<file path="config.mk">
export PLATFORM = sky130hd
export DESIGN_NAME = i2c_scl_clkgen
export DESIGN_NICKNAME = d
export VERILOG_FILES = /design/src/rtl/i2c_sclgen_pkg.sv /design/src/rtl/sclgen_prescale.sv /design/src/rtl/sclgen_phase.sv /design/src/rtl/i2c_scl_clkgen.sv
export SDC_FILE = /design/constraint.sdc
export NUM_CORES = 1
export LEC_CHECK = 0
export BUFFER_PORTS_ARGS = -buffer_cell sky130_fd_sc_hd__buf_4
export CAP_MARGIN = 10
export CORE_MARGIN = 3
export CORE_UTILIZATION = 57
export CTS_BUF_LIST = sky130_fd_sc_hd__clkbuf_2 sky130_fd_sc_hd__clkbuf_4 sky130_fd_sc_hd__clkbuf_8
export CTS_CLUSTER_SIZE = 16
export DETAILED_ROUTE_END_ITERATION = 12
export GPL_ROUTABILITY_DRIVEN = 0
export PLACE_DENSITY = 0.79
export RECOVER_POWER = 50
export SLEW_MARGIN = 40
export SYNTH_ARGS = -nofsm -noshare
export SYNTH_HDL_FRONTEND = slang
export SYNTH_SLANG_ARGS = --single-unit
</file>
<file path="constraint.sdc">
create_clock -name clk -period 3.6 [get_ports clk]
set_input_delay 0.54 -clock clk [delete_from_list [all_inputs] [get_ports clk]]
set_output_delay 0.54 -clock clk [all_outputs]
set_load 0.01 [all_outputs]
</file>
<file path="src/rtl/i2c_sclgen_pkg.sv">
package i2c_sclgen_pkg;
  localparam int SCGD_W      = 6;
  localparam int RND_W       = 5;
  localparam int BASE_CYCLES = 20;
  localparam int STEP_CYCLES = 8;
  localparam int MAX_PERIOD  = BASE_CYCLES + STEP_CYCLES * ((1 << SCGD_W) - 1) + ((1 << RND_W) - 1);
  localparam int POS_W       = $clog2(MAX_PERIOD + 1);

  // Ticks in one SCL period.
  function automatic logic [POS_W-1:0] period_len(input logic [SCGD_W-1:0] scgd,
                                                  input logic [RND_W-1:0]  rnd);
    return POS_W'(BASE_CYCLES) + POS_W'(scgd) * POS_W'(STEP_CYCLES) + POS_W'(rnd);
  endfunction

  // Low phase receives the larger half: ceil(p/2).
  function automatic logic [POS_W-1:0] low_len(input logic [POS_W-1:0] p);
    logic [POS_W:0] t;
    t = {1'b0, p} + (POS_W+1)'(1);
    return t[POS_W:1];
  endfunction
endpackage

</file>
<file path="src/rtl/sclgen_prescale.sv">
module sclgen_prescale #(
  parameter int CDF_W = 3
) (
  input  logic             clk,
  input  logic             rst_n,
  input  logic             run,
  input  logic [CDF_W-1:0] cdf,
  output logic             tick,
  output logic             at_zero
);
  logic [CDF_W-1:0] cnt;

  assign tick    = run && (cnt == cdf);
  assign at_zero = (cnt == '0);

  always_ff @(posedge clk or negedge rst_n) begin
    if (!rst_n)            cnt <= '0;
    else if (!run || tick) cnt <= '0;
    else                   cnt <= cnt + CDF_W'(1);
  end
endmodule

</file>
<file path="src/rtl/sclgen_phase.sv">
module sclgen_phase
  import i2c_sclgen_pkg::*;
(
  input  logic             clk,
  input  logic             rst_n,
  input  logic             run,
  input  logic             tick,
  input  logic             at_zero,
  input  logic [POS_W-1:0] period,
  input  logic [POS_W-1:0] low_ticks,
  output logic             wrap,
  output logic             scl_low,
  output logic             low_stb,
  output logic             high_stb
);
  logic [POS_W-1:0] pos;

  assign wrap     = tick && (pos == period - POS_W'(1));
  assign scl_low  = run && (pos < low_ticks);
  assign low_stb  = run && at_zero && (pos == '0);
  assign high_stb = run && at_zero && (pos == low_ticks);

  always_ff @(posedge clk or negedge rst_n) begin
    if (!rst_n)     pos <= '0;
    else if (!run)  pos <= '0;
    else if (wrap)  pos <= '0;
    else if (tick)  pos <= pos + POS_W'(1);
  end
endmodule

</file>
<file path="src/rtl/i2c_scl_clkgen.sv">
module i2c_scl_clkgen
  import i2c_sclgen_pkg::*;
#(
  parameter int CDF_W = 3
) (
  input  logic                    clk,
  input  logic                    rst_n,
  input  logic                    ctl_enable,
  input  logic [CDF_W+SCGD_W-1:0] clkctl_word,
  input  logic [RND_W-1:0]        rise_cycles,
  output logic                    ick_tick,
  output logic                    scl_hold_low,
  output logic                    low_phase_stb,
  output logic                    high_phase_stb
);
  logic              running;
  logic              wrap;
  logic              at_zero;
  logic [CDF_W-1:0]  sh_cdf;
  logic [SCGD_W-1:0] sh_scgd;
  logic [RND_W-1:0]  sh_rnd;
  logic [POS_W-1:0]  period;
  logic [POS_W-1:0]  low_ticks;

  // Shadow copy follows the inputs while idle and is refreshed only at
  // the tick that closes a period.
  always_ff @(posedge clk or negedge rst_n) begin
    if (!rst_n) begin
      running <= 1'b0;
      sh_cdf  <= '0;
      sh_scgd <= '0;
      sh_rnd  <= '0;
    end else begin
      running <= ctl_enable;
      if (!running || wrap) begin
        sh_cdf  <= clkctl_word[CDF_W-1:0];
        sh_scgd <= clkctl_word[CDF_W +: SCGD_W];
        sh_rnd  <= rise_cycles;
      end
    end
  end

  assign period    = period_len(sh_scgd, sh_rnd);
  assign low_ticks = low_len(period);

  sclgen_prescale #(.CDF_W(CDF_W)) u_pre (
    .clk     (clk),
    .rst_n   (rst_n),
    .run     (running),
    .cdf     (sh_cdf),
    .tick    (ick_tick),
    .at_zero (at_zero)
  );

  sclgen_phase u_phase (
    .clk       (clk),
    .rst_n     (rst_n),
    .run       (running),
    .tick      (ick_tick),
    .at_zero   (at_zero),
    .period    (period),
    .low_ticks (low_ticks),
    .wrap      (wrap),
    .scl_low   (scl_hold_low),
    .low_stb   (low_phase_stb),
    .high_stb  (high_phase_stb)
  );
endmodule

</file>
==> results of run 1 <==
-- worst max-delay path by stage --
stage	depth (start not counted)	startpoint	slack, ps	endpoint
2_1_floorplan	13	sh_scgd[0]	6	scl_hold_low
3_3_place_gp	12	sh_scgd[0]	50	high_phase_stb
6_report	15	sh_rnd[3]	-210	scl_hold_low
3_5_place_dp	13	sh_rnd[3]	-60	scl_hold_low
5_1_grt	13	sh_rnd[4]	-340	high_phase_stb
4_1_cts	13	sh_rnd[3]	-360	scl_hold_low
-- layout make-up --
| cell class | count | share of cell area (%) |
|---|---|---|
| multi-input cells | 241 | 59.4 |
| inverters | 31 | 3.49 |
| clock inverters | 1 | 0.900 |
| clock buffers | 3 | 1.24 |
| well taps | 52 | 1.95 |
| repair buffers | 53 | 12.0 |
| flip-flops and latches | 28 | 21.0 |
-- timing repair --
item                                   4_1_cts  5_1_grt
setup buffers                                6        4
pin swaps                                   11       14
gates resized for setup                     11       10
endpoints found under the hold margin        0        0
setup endpoints to repair                    2       24
-- state kept, by name, indices dropped and copies added (netlist names) --
name	count
u_phase.pos	10
sh_rnd	5
sh_scgd	6
u_pre.cnt	3
sh_cdf	3
running	1
-- kinds of logic (layout without fill, tap and decap cells) --
logic type | count (synthesis) | count (layout)
DFF | 28 | 28
xor gates and xnor gates | 35 | 35
other | 1 | 1
AOI/OAI and AO/OA | 82 | 82
and+or+nand+nor | 99 | 99
adders and majority gates | 24 | 24
buffers and inverters | 51 | 88
-- worst reg2reg max path: cells and delay by family (launching register included) --
family | cells | cell delay [ps]
adders and majority gates | 3 | 980
AOI/OAI and AO/OA | 4 | 1250
buffers and inverters | 2 | 210
DFF | 1 | 430
and+or+nand+nor | 2 | 450
-- cells in the mapped netlist, drive strengths merged, types with 2 or more instances --
cell type   n  area, um2
inv        31        116
dfrtp      28        701
ha         23        288
nand2      22       82.6
xnor2      19        174
o211ai     17        128
o22ai      16        100
a31oi      15       93.8
o31ai      15        113
xor2       15        131
and3       14       87.6
clkbuf     12       45.0
nand3      12       60.1
nor2       10       40.0
nor3b       9       77.6
buf         8       45.0
nand4       5       31.3
nor4        5       37.5
nor3        4       20.0
o21ai       4       23.8
and4        3       26.3
nand2b      3       18.8
or3         3       18.8
a2111oi     2       55.1
a211oi      2       20.0
a21oi       2       13.8
and4b       2       20.0
nor2b       2       12.5
o21a        2       15.0
-- where the power goes --
| part | internal [uW] | switching (uW) |
|---|---|---|
| Clock | 149 | 111 |
| Sequential | 399 | 113 |
| Combinational | 1230 | 1460 |
| Total | 1780 | 1680 |
-- layer usage --
metal | up-vias | share of wire (%) | routed length (um) | global-route usage, %
met1 | 1221 | 45 | 3270 | 36.1
met5 | - | 0 | 0 | 0
met2 | 112 | 49 | 3570 | 40.6
met3 | 9 | 5.2 | 379 | 2.37
met4 | 0 | 1.4 | 105 | 6.99
li1 | 1246 | - | - | -
-- per-stage QoR --
step	total power (uW)	setup TNS, ps	hold slack, ps	instance area (um2)	cells
after global routing	3680	-674	360	3340	409
final	3460	-369	374	3340	409
after global placement	2760	0	488	3070	395
after floorplan	2120	0	244	2770	320
after detailed placement	2820	-87.1	486	3070	395
after CTS	3260	-692	173	3250	405
==> impl_metrics.xml, run 1 <==
<?xml version="1.0" encoding="UTF-8"?>
<metrics>
  <group name="cells_and_area">
    <metric name="ff_latch_area" unit="um2">701</metric>
    <metric name="drive_above_1_share" unit="%">23.2</metric>
    <metric name="antennaDiodeCount" unit="">0</metric>
    <metric name="finalNetCount" unit="">399</metric>
    <metric name="mostFrequentLayoutCell" unit="">sky130_fd_sc_hd__buf_4</metric>
    <metric name="area.growth.synth_to_final" unit="%">21.4</metric>
    <metric name="layout.cells.most_common_list" unit="">sky130_fd_sc_hd__buf_4, sky130_fd_sc_hd__inv_1, sky130_fd_sc_hd__dfrtp_1</metric>
    <metric name="filler_cell_count" unit="">325</metric>
    <metric name="area_taken_by_multi_input_logic_gates" unit="mm2">0.00198</metric>
    <metric name="final_core_util" unit="%">74.1</metric>
  </group>
  <group name="run_status">
    <metric name="failed_checks" unit="">max-capacitance violations, max-slew violations, negative setup slack</metric>
    <metric name="status" unit="">complete, but fails checks</metric>
  </group>
  <group name="placed_design">
    <metric name="placement.setup.worst_slack" unit="ps">-56.2</metric>
    <metric name="port-buffer-count" unit="">20</metric>
    <metric name="dp_hpwl" unit="mm">5.01</metric>
  </group>
  <group name="detailed_routing">
    <metric name="vias_per_cell" unit="">6.33</metric>
    <metric name="vias" unit="">2588</metric>
    <metric name="wl_per_cell" unit="um">17.9</metric>
    <metric name="drtAntennaViolNets" unit="">0</metric>
    <metric name="detail_route.first_pass.iterations" unit="">6</metric>
    <metric name="first_iter_violations" unit="">267</metric>
    <metric name="drc_errors" unit="">0</metric>
    <metric name="wirelength" unit="mm">7.32</metric>
  </group>
  <group name="sta">
    <metric name="maxSlewHeadroom" unit="%">-7.11</metric>
    <metric name="tightest_slew" unit="ps">1610</metric>
    <metric name="report.final.hold_viol_count" unit="">0</metric>
    <metric name="timing.final.crit_period" unit="ps">3810</metric>
    <metric name="final.period_utilization" unit="%">106</metric>
    <metric name="clock-skew-final" unit="ps">3.47</metric>
    <metric name="final_critical_path_setup_slack" unit="ps">-211</metric>
    <metric name="setup_violations" unit="">2</metric>
    <metric name="rsz_0062_raised_after_global_routing" unit="">true</metric>
    <metric name="report.final.slew_viol_count" unit="">29</metric>
    <metric name="max_freq" unit="MHz">262</metric>
  </group>
  <group name="critical_path">
    <metric name="path_cells" unit="">ha_4, ha_4, inv_2, fa_2, buf_4, nor2b_4, o21ai_2, xnor2_2, nand3_1, xor2_1, ha_1, nand4_1, and4b_1, o31a_1, buf_6</metric>
    <metric name="crit_path_top_delay_cell" unit="">sky130_fd_sc_hd__dfrtp_1</metric>
    <metric name="worstReg2RegEnd" unit="">sh_scgd[2]</metric>
    <metric name="path_max_fanout" unit="">2</metric>
    <metric name="worst_ep_arrival_time" unit="ps">3270</metric>
    <metric name="rr_worst_depth" unit="">11</metric>
    <metric name="required" unit="ps">3060</metric>
    <metric name="worst-path-buf-inv" unit="">3</metric>
    <metric name="slowest_delay" unit="ps">430</metric>
    <metric name="cpLargestDelayFamily" unit="">adder cells</metric>
    <metric name="critPathKind" unit="">register to output port</metric>
    <metric name="start_kind" unit="">register</metric>
    <metric name="worstReg2RegStart" unit="">sh_rnd[3]</metric>
    <metric name="worst-r2r-setup-slack" unit="ps">150</metric>
    <metric name="critPathCaptureType" unit="">output port</metric>
    <metric name="critical-path-top-cell-by-count" unit="">sky130_fd_sc_hd__ha_4</metric>
  </group>
  <group name="grt">
    <metric name="largest_net_degree_at_the_start_of_global_routing" unit="">57</metric>
    <metric name="initial_antenna_violation_count" unit="">0</metric>
    <metric name="gr-total-overflow" unit="">0</metric>
    <metric name="grt_first_pass_wirelength" unit="mm">11.0</metric>
    <metric name="first_global_vias" unit="">2303</metric>
    <metric name="grt.total_usage" unit="%">25.2</metric>
  </group>
  <group name="power">
    <metric name="ir_drop" unit="V">0.000505</metric>
    <metric name="power.density_cell_area" unit="mW/mm2">1040</metric>
    <metric name="p_leak" unit="uW">0.00151</metric>
  </group>
  <group name="yosys">
    <metric name="yosys_warnings" unit="">0</metric>
    <metric name="postSynthCellCount" unit="">320</metric>
    <metric name="avgSynthCellArea" unit="um2">8.59</metric>
    <metric name="cell_area_after_synthesis" unit="mm2">0.00275</metric>
    <metric name="synth_flop_cell" unit="">sky130_fd_sc_hd__dfrtp_1</metric>
    <metric name="synth_simple_gate_area_share" unit="%">20.8</metric>
    <metric name="synth_enable_flop_cells" unit="">0</metric>
    <metric name="yosys-mux-area-fraction" unit="%">0</metric>
    <metric name="syn_nets" unit="">361</metric>
    <metric name="synth_xor_xnor_area_share" unit="%">12.0</metric>
    <metric name="ys_async_sr_fraction" unit="%">100</metric>
    <metric name="yosys_register_bits" unit="">28</metric>
    <metric name="seq_area_frac_synth" unit="%">25.5</metric>
    <metric name="synth_top_family_by_area" unit="">compound AO/OA/AOI/OAI gates</metric>
    <metric name="synth_compound_gate_area_share" unit="%">22.9</metric>
    <metric name="ys_types" unit="">52</metric>
    <metric name="synthAdderAreaFrac" unit="%">11.2</metric>
  </group>
  <group name="clocking">
    <metric name="clock_insertion_delay_worst_skew" unit="ps">290</metric>
    <metric name="h-tree-depth" unit="">1</metric>
    <metric name="tritoncts" unit="">built</metric>
    <metric name="cts_root_buffer" unit="">sky130_fd_sc_hd__clkbuf_8</metric>
    <metric name="cts_made_buffers" unit="">3</metric>
    <metric name="cts.sink_count" unit="">28</metric>
    <metric name="cts_hold_buf" unit="">0</metric>
    <metric name="clock_transition_at_the_registers_of_the_reported_paths" unit="ps">100</metric>
    <metric name="cts_buffer_depth" unit="">2</metric>
  </group>
  <group name="floorplanning">
    <metric name="die_area" unit="mm2">0.00569</metric>
    <metric name="num_rows" unit="">24</metric>
    <metric name="die_x" unit="um">75.4</metric>
    <metric name="boundaryPins" unit="">21</metric>
    <metric name="die_height" unit="um">75.4</metric>
    <metric name="initial_cell_density_of_the_core" unit="%">61.0</metric>
    <metric name="floorplan.core_area" unit="mm2">0.00450</metric>
  </group>
  <group name="hold_path">
    <metric name="endpoint_worst_hold" unit="">running</metric>
    <metric name="worstHoldPathType" unit="">input port to register</metric>
    <metric name="holdPathStages" unit="">1</metric>
    <metric name="min_from" unit="">ctl_enable</metric>
  </group>
  <group name="job">
    <metric name="max_cap_viol_count" unit="">1</metric>
  </group>
</metrics>
No activity file was read; power rests on OpenSTA's default activity.
==> run 2: changes to the inputs <==
--- a/config.mk
+++ b/config.mk
@@ -7,13 +7,14 @@
 export LEC_CHECK = 0
 export BUFFER_PORTS_ARGS = -buffer_cell sky130_fd_sc_hd__buf_4
 export CAP_MARGIN = 10
+export CORE_ASPECT_RATIO = 1.2
 export CORE_MARGIN = 3
-export CORE_UTILIZATION = 57
+export CORE_UTILIZATION = 52
 export CTS_BUF_LIST = sky130_fd_sc_hd__clkbuf_2 sky130_fd_sc_hd__clkbuf_4 sky130_fd_sc_hd__clkbuf_8
 export CTS_CLUSTER_SIZE = 16
 export DETAILED_ROUTE_END_ITERATION = 12
 export GPL_ROUTABILITY_DRIVEN = 0
-export PLACE_DENSITY = 0.79
+export PLACE_DENSITY = 0.73
 export RECOVER_POWER = 50
 export SLEW_MARGIN = 40
 export SYNTH_ARGS = -nofsm -noshare
==> run 2 against run 1 <==
Effect of this change:
- the flow still finishes with violations (max-capacitance violations, max-slew violations, negative setup slack)
- cell count up 2.2%
- critical path depth is 2 lower
- flip-flop and latch count is the same
- power increased by 1.2%
- combinational power up 1%
- hold slack worse by 3.7 ps
- global-route usage is 2.0 points lower
- first-iteration DRC count is 31% lower
- clock power is essentially flat
- critical path type unchanged
- critical endpoint unchanged
- largest cell class unchanged
==> impl_metrics.xml, run 2 (synthesis results as in run 1) <==
<?xml version="1.0" encoding="UTF-8"?>
<metrics>
  <group name="run_status">
    <metric name="status" unit="">complete, but fails checks</metric>
    <metric name="failed_checks" unit="">max-capacitance violations, max-slew violations, negative setup slack</metric>
  </group>
  <group name="detailed_routing">
    <metric name="drc_errors" unit="">0</metric>
    <metric name="drtAntennaViolNets" unit="">0</metric>
    <metric name="wirelength" unit="mm">7.02</metric>
    <metric name="vias_per_cell" unit="">6.09</metric>
    <metric name="wl_per_cell" unit="um">16.8</metric>
    <metric name="vias" unit="">2547</metric>
    <metric name="first_iter_violations" unit="">183</metric>
    <metric name="detail_route.first_pass.iterations" unit="">5</metric>
  </group>
  <group name="grt">
    <metric name="initial_antenna_violation_count" unit="">0</metric>
    <metric name="grt_first_pass_wirelength" unit="mm">11.6</metric>
    <metric name="largest_net_degree_at_the_start_of_global_routing" unit="">57</metric>
    <metric name="first_global_vias" unit="">2492</metric>
    <metric name="grt.total_usage" unit="%">23.2</metric>
    <metric name="gr-total-overflow" unit="">0</metric>
  </group>
  <group name="cells_and_area">
    <metric name="mostFrequentLayoutCell" unit="">sky130_fd_sc_hd__buf_4</metric>
    <metric name="drive_above_1_share" unit="%">23.5</metric>
    <metric name="area.growth.synth_to_final" unit="%">23.0</metric>
    <metric name="layout.cells.most_common_list" unit="">sky130_fd_sc_hd__buf_4, sky130_fd_sc_hd__inv_1, sky130_fd_sc_hd__dfrtp_1</metric>
    <metric name="largest_register_ff_count" unit="">10</metric>
    <metric name="largest-register" unit="">u_phase.pos</metric>
    <metric name="finalNetCount" unit="">400</metric>
    <metric name="finish.cell_count_without_fillers" unit="">418</metric>
    <metric name="antennaDiodeCount" unit="">0</metric>
    <metric name="largest_registers" unit="">u_phase.pos x10, sh_scgd x6, sh_rnd x5</metric>
  </group>
  <group name="floorplanning">
    <metric name="die_height" unit="um">85.6</metric>
    <metric name="num_rows" unit="">28</metric>
    <metric name="die_x" unit="um">72.4</metric>
    <metric name="boundaryPins" unit="">21</metric>
    <metric name="die_area" unit="mm2">0.00620</metric>
    <metric name="initial_cell_density_of_the_core" unit="%">54.9</metric>
    <metric name="floorplan.core_area" unit="mm2">0.00501</metric>
  </group>
  <group name="placed_design">
    <metric name="dp_hpwl" unit="mm">4.84</metric>
    <metric name="place_inst" unit="">402</metric>
    <metric name="port-buffer-count" unit="">20</metric>
  </group>
  <group name="clocking">
    <metric name="clock_insertion_delay_worst_skew" unit="ps">290</metric>
    <metric name="cts.sink_count" unit="">28</metric>
    <metric name="cts_buffer_depth" unit="">2</metric>
    <metric name="tritoncts" unit="">built</metric>
    <metric name="cts_root_buffer" unit="">sky130_fd_sc_hd__clkbuf_8</metric>
    <metric name="h-tree-depth" unit="">1</metric>
    <metric name="clock_transition_at_the_registers_of_the_reported_paths" unit="ps">110</metric>
    <metric name="cts_made_buffers" unit="">3</metric>
  </group>
  <group name="sta">
    <metric name="rsz_0062_raised_after_global_routing" unit="">true</metric>
    <metric name="maxSlewHeadroom" unit="%">-6.90</metric>
    <metric name="report.final.hold_viol_count" unit="">0</metric>
    <metric name="total_neg_setup_slack" unit="ps">-370</metric>
    <metric name="clock-skew-final" unit="ps">8.07</metric>
    <metric name="max_freq" unit="MHz">262</metric>
    <metric name="report.final.slew_viol_count" unit="">29</metric>
    <metric name="timing.final.crit_period" unit="ps">3810</metric>
    <metric name="tightest_slew" unit="ps">1600</metric>
    <metric name="final_critical_path_setup_slack" unit="ps">-212</metric>
    <metric name="setup_violations" unit="">2</metric>
    <metric name="final.period_utilization" unit="%">106</metric>
  </group>
  <group name="critical_path">
    <metric name="worst_ep_arrival_time" unit="ps">3270</metric>
    <metric name="path_max_fanout" unit="">2</metric>
    <metric name="critPathKind" unit="">register to output port</metric>
    <metric name="required" unit="ps">3060</metric>
    <metric name="start_kind" unit="">register</metric>
    <metric name="critPathCaptureType" unit="">output port</metric>
  </group>
  <group name="power">
    <metric name="fin_total_pwr" unit="uW">3500</metric>
    <metric name="p_leak" unit="uW">0.00153</metric>
    <metric name="power.density_cell_area" unit="mW/mm2">1040</metric>
    <metric name="ir_drop" unit="V">0.000480</metric>
  </group>
  <group name="hold_path">
    <metric name="worstHoldPathType" unit="">input port to register</metric>
  </group>
  <group name="job">
    <metric name="max_cap_viol_count" unit="">1</metric>
  </group>
</metrics>
==> run 2: final cells by class <==
class	instances	area, um2
multi-input cells	241	2000
inverters	31	116
repair buffers	54	422
fillers	413	1630
clock buffers	3	41.3
clock inverters	1	30.0
flip-flops and latches	28	701
well taps	60	75.1
==> run 2: final timing paths <==
path                            cells past startpoint          from  slack, ps        endpoint
worst max-delay path                               13    sh_scgd[0]       -210    scl_hold_low
min in group asynchronous                           1         rst_n        640  u_phase.pos[7]
max in group asynchronous                           1         rst_n       2030  u_phase.pos[1]
worst max register to register                     12    sh_scgd[0]         70      sh_scgd[5]
worst min-delay path                                1    ctl_enable        370         running
worst min register to register                      1  u_pre.cnt[0]        520    u_pre.cnt[0]
==> run 2: where the power goes <==
group / total (uW) / leakage (uW) / internal, uW / switching, uW
clock: 260 / 0.0000357 / 149 / 111
combinational: 2730 / 0.00116 / 1240 / 1490
sequential: 515 / 0.000339 / 399 / 116
==> run 2: stage by stage <==
step | hold WS, ps | worst slack [ps] | cell area (um2) | utilization (%)
after floorplan | 244 | 6.30 | 2770 | -
after global placement | 489 | 28.6 | 3080 | 61.5
after detailed placement | 494 | 0.478 | 3080 | 61.5
after CTS | 178 | -178 | 3360 | 67.0
after global routing | 366 | -345 | 3380 | 67.5
final | 370 | -212 | 3380 | 67.5
==> run 2: timing repair <==
item,in CTS,in global routing
pin swaps,8,5
buffers inserted,10,2
endpoints found under the setup margin,2,19
gates resized for setup,20,4
hold buffers,0,0
==> run 2: critical path: stages (launching register included) <==
cell and delay, ps:
sky130_fd_sc_hd__dfrtp_1 430, sky130_fd_sc_hd__ha_4 260, sky130_fd_sc_hd__ha_4 160, sky130_fd_sc_hd__inv_2 50
sky130_fd_sc_hd__fa_2 430, sky130_fd_sc_hd__or3_4 390, sky130_fd_sc_hd__nor4_4 170, sky130_fd_sc_hd__o211ai_1 130
sky130_fd_sc_hd__ha_1 320, sky130_fd_sc_hd__buf_4 150, sky130_fd_sc_hd__nand4_1 80, sky130_fd_sc_hd__and4b_1 180
sky130_fd_sc_hd__o31a_1 130, sky130_fd_sc_hd__buf_4 110
==> run 2: routing by layer <==
layer	GRT usage, %	wire length [um]	vias to the layer above
met5	0	0	-
met2	40.5	3580	64
met1	30.5	3080	1233
met4	4.70	64	0
met3	3.17	291	4
li1	-	-	1246
==> run 3: changes to the inputs <==
--- a/config.mk
+++ b/config.mk
@@ -15,7 +15,6 @@
 export DETAILED_ROUTE_END_ITERATION = 12
 export GPL_ROUTABILITY_DRIVEN = 0
 export PLACE_DENSITY = 0.73
-export RECOVER_POWER = 50
 export SLEW_MARGIN = 40
 export SYNTH_ARGS = -nofsm -noshare
 export SYNTH_HDL_FRONTEND = slang
==> run 3 against run 2 <==
Effect of this change:
- the flow finishes with violations (negative setup slack)
- global-route usage unchanged
- largest cell class unchanged
- flip-flop and latch count stayed put
- cell count did not move
==> impl_metrics.xml, run 3 (synthesis results as in run 1) <==
<?xml version="1.0" encoding="UTF-8"?>
<metrics>
  <group name="run_status">
    <metric name="status" unit="">complete, but fails checks</metric>
    <metric name="failed_checks" unit="">negative setup slack</metric>
  </group>
  <group name="sta">
    <metric name="timing.final.crit_period" unit="ps">3810</metric>
    <metric name="clock-skew-final" unit="ps">8.08</metric>
    <metric name="total_neg_setup_slack" unit="ps">-370</metric>
    <metric name="rsz_0062_raised_after_global_routing" unit="">true</metric>
    <metric name="report.final.slew_viol_count" unit="">0</metric>
    <metric name="final.period_utilization" unit="%">106</metric>
    <metric name="max_freq" unit="MHz">262</metric>
    <metric name="setup_violations" unit="">2</metric>
    <metric name="report.final.hold_viol_count" unit="">0</metric>
    <metric name="hold-worst-slack" unit="ps">161</metric>
    <metric name="final_critical_path_setup_slack" unit="ps">-212</metric>
  </group>
  <group name="critical_path">
    <metric name="start_kind" unit="">register</metric>
    <metric name="slowest_delay" unit="ps">430</metric>
    <metric name="worst_ep_arrival_time" unit="ps">3270</metric>
    <metric name="required" unit="ps">3060</metric>
    <metric name="path_max_fanout" unit="">2</metric>
    <metric name="critPathKind" unit="">register to output port</metric>
    <metric name="crit_path_top_delay_cell" unit="">sky130_fd_sc_hd__dfrtp_1</metric>
    <metric name="path_cells" unit="">ha_4, ha_4, inv_2, fa_2, or3_4, nor4_4, o211ai_1, ha_1, buf_4, nand4_1, and4b_1, o31a_1, buf_4</metric>
    <metric name="critPathCaptureType" unit="">output port</metric>
  </group>
  <group name="cells_and_area">
    <metric name="filler_cell_count" unit="">414</metric>
    <metric name="drive_above_1_share" unit="%">23.7</metric>
    <metric name="layout.cells.most_common_list" unit="">sky130_fd_sc_hd__buf_4, sky130_fd_sc_hd__inv_1, sky130_fd_sc_hd__dfrtp_1</metric>
    <metric name="finalNetCount" unit="">400</metric>
    <metric name="largest_register_ff_count" unit="">10</metric>
    <metric name="area.growth.synth_to_final" unit="%">23.2</metric>
    <metric name="mostFrequentLayoutCell" unit="">sky130_fd_sc_hd__buf_4</metric>
    <metric name="largest_registers" unit="">u_phase.pos x10, sh_scgd x6, sh_rnd x5</metric>
    <metric name="antennaDiodeCount" unit="">0</metric>
    <metric name="largest-register" unit="">u_phase.pos</metric>
  </group>
  <group name="power">
    <metric name="power.density_cell_area" unit="mW/mm2">1040</metric>
    <metric name="p_leak" unit="uW">0.00154</metric>
    <metric name="ir_drop" unit="V">0.000480</metric>
  </group>
  <group name="detailed_routing">
    <metric name="vias_per_cell" unit="">6.08</metric>
    <metric name="drc_errors" unit="">0</metric>
    <metric name="wl_per_cell" unit="um">16.8</metric>
    <metric name="wirelength" unit="mm">7.02</metric>
    <metric name="first_iter_violations" unit="">183</metric>
    <metric name="drtAntennaViolNets" unit="">0</metric>
    <metric name="detail_route.first_pass.iterations" unit="">5</metric>
    <metric name="vias" unit="">2543</metric>
  </group>
  <group name="clocking">
    <metric name="clock_transition_at_the_registers_of_the_reported_paths" unit="ps">110</metric>
    <metric name="cts.sink_count" unit="">28</metric>
    <metric name="clock_insertion_delay_worst_skew" unit="ps">290</metric>
    <metric name="cts_buffer_depth" unit="">2</metric>
    <metric name="cts_root_buffer" unit="">sky130_fd_sc_hd__clkbuf_8</metric>
    <metric name="h-tree-depth" unit="">1</metric>
    <metric name="cts_hold_buf" unit="">0</metric>
    <metric name="cts_made_buffers" unit="">3</metric>
    <metric name="tritoncts" unit="">built</metric>
  </group>
  <group name="grt">
    <metric name="grt_first_pass_wirelength" unit="mm">11.6</metric>
    <metric name="initial_antenna_violation_count" unit="">0</metric>
    <metric name="largest_net_degree_at_the_start_of_global_routing" unit="">57</metric>
    <metric name="gr-total-overflow" unit="">0</metric>
    <metric name="grt.total_usage" unit="%">23.2</metric>
    <metric name="first_global_vias" unit="">2492</metric>
  </group>
  <group name="floorplanning">
    <metric name="num_rows" unit="">28</metric>
    <metric name="initial_cell_density_of_the_core" unit="%">54.9</metric>
    <metric name="die_x" unit="um">72.4</metric>
    <metric name="die_height" unit="um">85.6</metric>
    <metric name="die_area" unit="mm2">0.00620</metric>
    <metric name="boundaryPins" unit="">21</metric>
    <metric name="floorplan.core_area" unit="mm2">0.00501</metric>
  </group>
  <group name="placed_design">
    <metric name="port-buffer-count" unit="">20</metric>
    <metric name="dp_hpwl" unit="mm">4.84</metric>
  </group>
  <group name="job">
    <metric name="max_cap_viol_count" unit="">0</metric>
  </group>
  <group name="hold_path">
    <metric name="worstHoldPathType" unit="">input port to asynchronous set/reset pin</metric>
  </group>
</metrics>
## run 3: metrics by stage
stage               worst slack (ps)  total power [uW]  utilization, %  instance area [um2]  instances
detailed placement             0.478              2770            61.5                 3080        402
floorplan                       6.30              2120               -                 2770        320
global route                    -345              3770            67.6                 3390        418
finish                          -212              3500            67.6                 3390        418
CTS                             -178              3380            67.0                 3360        416
global placement                28.6              2710            61.5                 3080        402
## run 3: metal layers
layer  share of wire, %  wire length, um  up-vias  track usage (%)
li1                   -                -     1245                -
met1                 44             3090     1231             30.5
met2                 51             3580       63             40.5
met3                4.0              283        4             3.17
met4               0.91               64        0             4.70
met5                  0                0        -                0
## run 3: worst paths after layout
kind	from	depth (start not counted)	end	slack, ps
max in group asynchronous	rst_n	1	u_phase.pos[1]	3160
min	rst_n	1	u_phase.pos[7]	160
max	sh_scgd[0]	13	scl_hold_low	-210
min in group clk	ctl_enable	1	running	350
max reg2reg	sh_scgd[0]	12	sh_scgd[5]	70
min reg2reg	u_pre.cnt[0]	1	u_pre.cnt[0]	520
## run 3: power breakdown
part	total, uW	internal (uW)	switching [uW]	leakage (uW)
registers	515	399	116	0.000339
logic	2730	1240	1490	0.00116
clock network	260	149	111	0.0000357
total	3500	1790	1710	0.00154
## run 3: area by class of cell
class,count,area [um2],area share (%)
multi-input combinational,241,2000,59.0
inverter,31,116,3.44
tap,60,75.1,2.22
clock inverter,1,30.0,0.887
clock buffer,3,41.3,1.22
timing repair buffer,54,425,12.6
sequential,28,701,20.7
## run 3: timing repair
action / 4_1_cts / 5_1_grt
setup endpoints to repair: 2 / 19
resized for setup: 20 / 4
buffers inserted: 10 / 2
pin swaps: 8 / 5
## run 3: worst max-delay path: cells and delay by family (launching register included)
family          cells  cell delay (ps)
fa+ha+maj           4             1170
simple gates        4              820
flops               1              430
buf+inv             3              310
compound gates      2              260
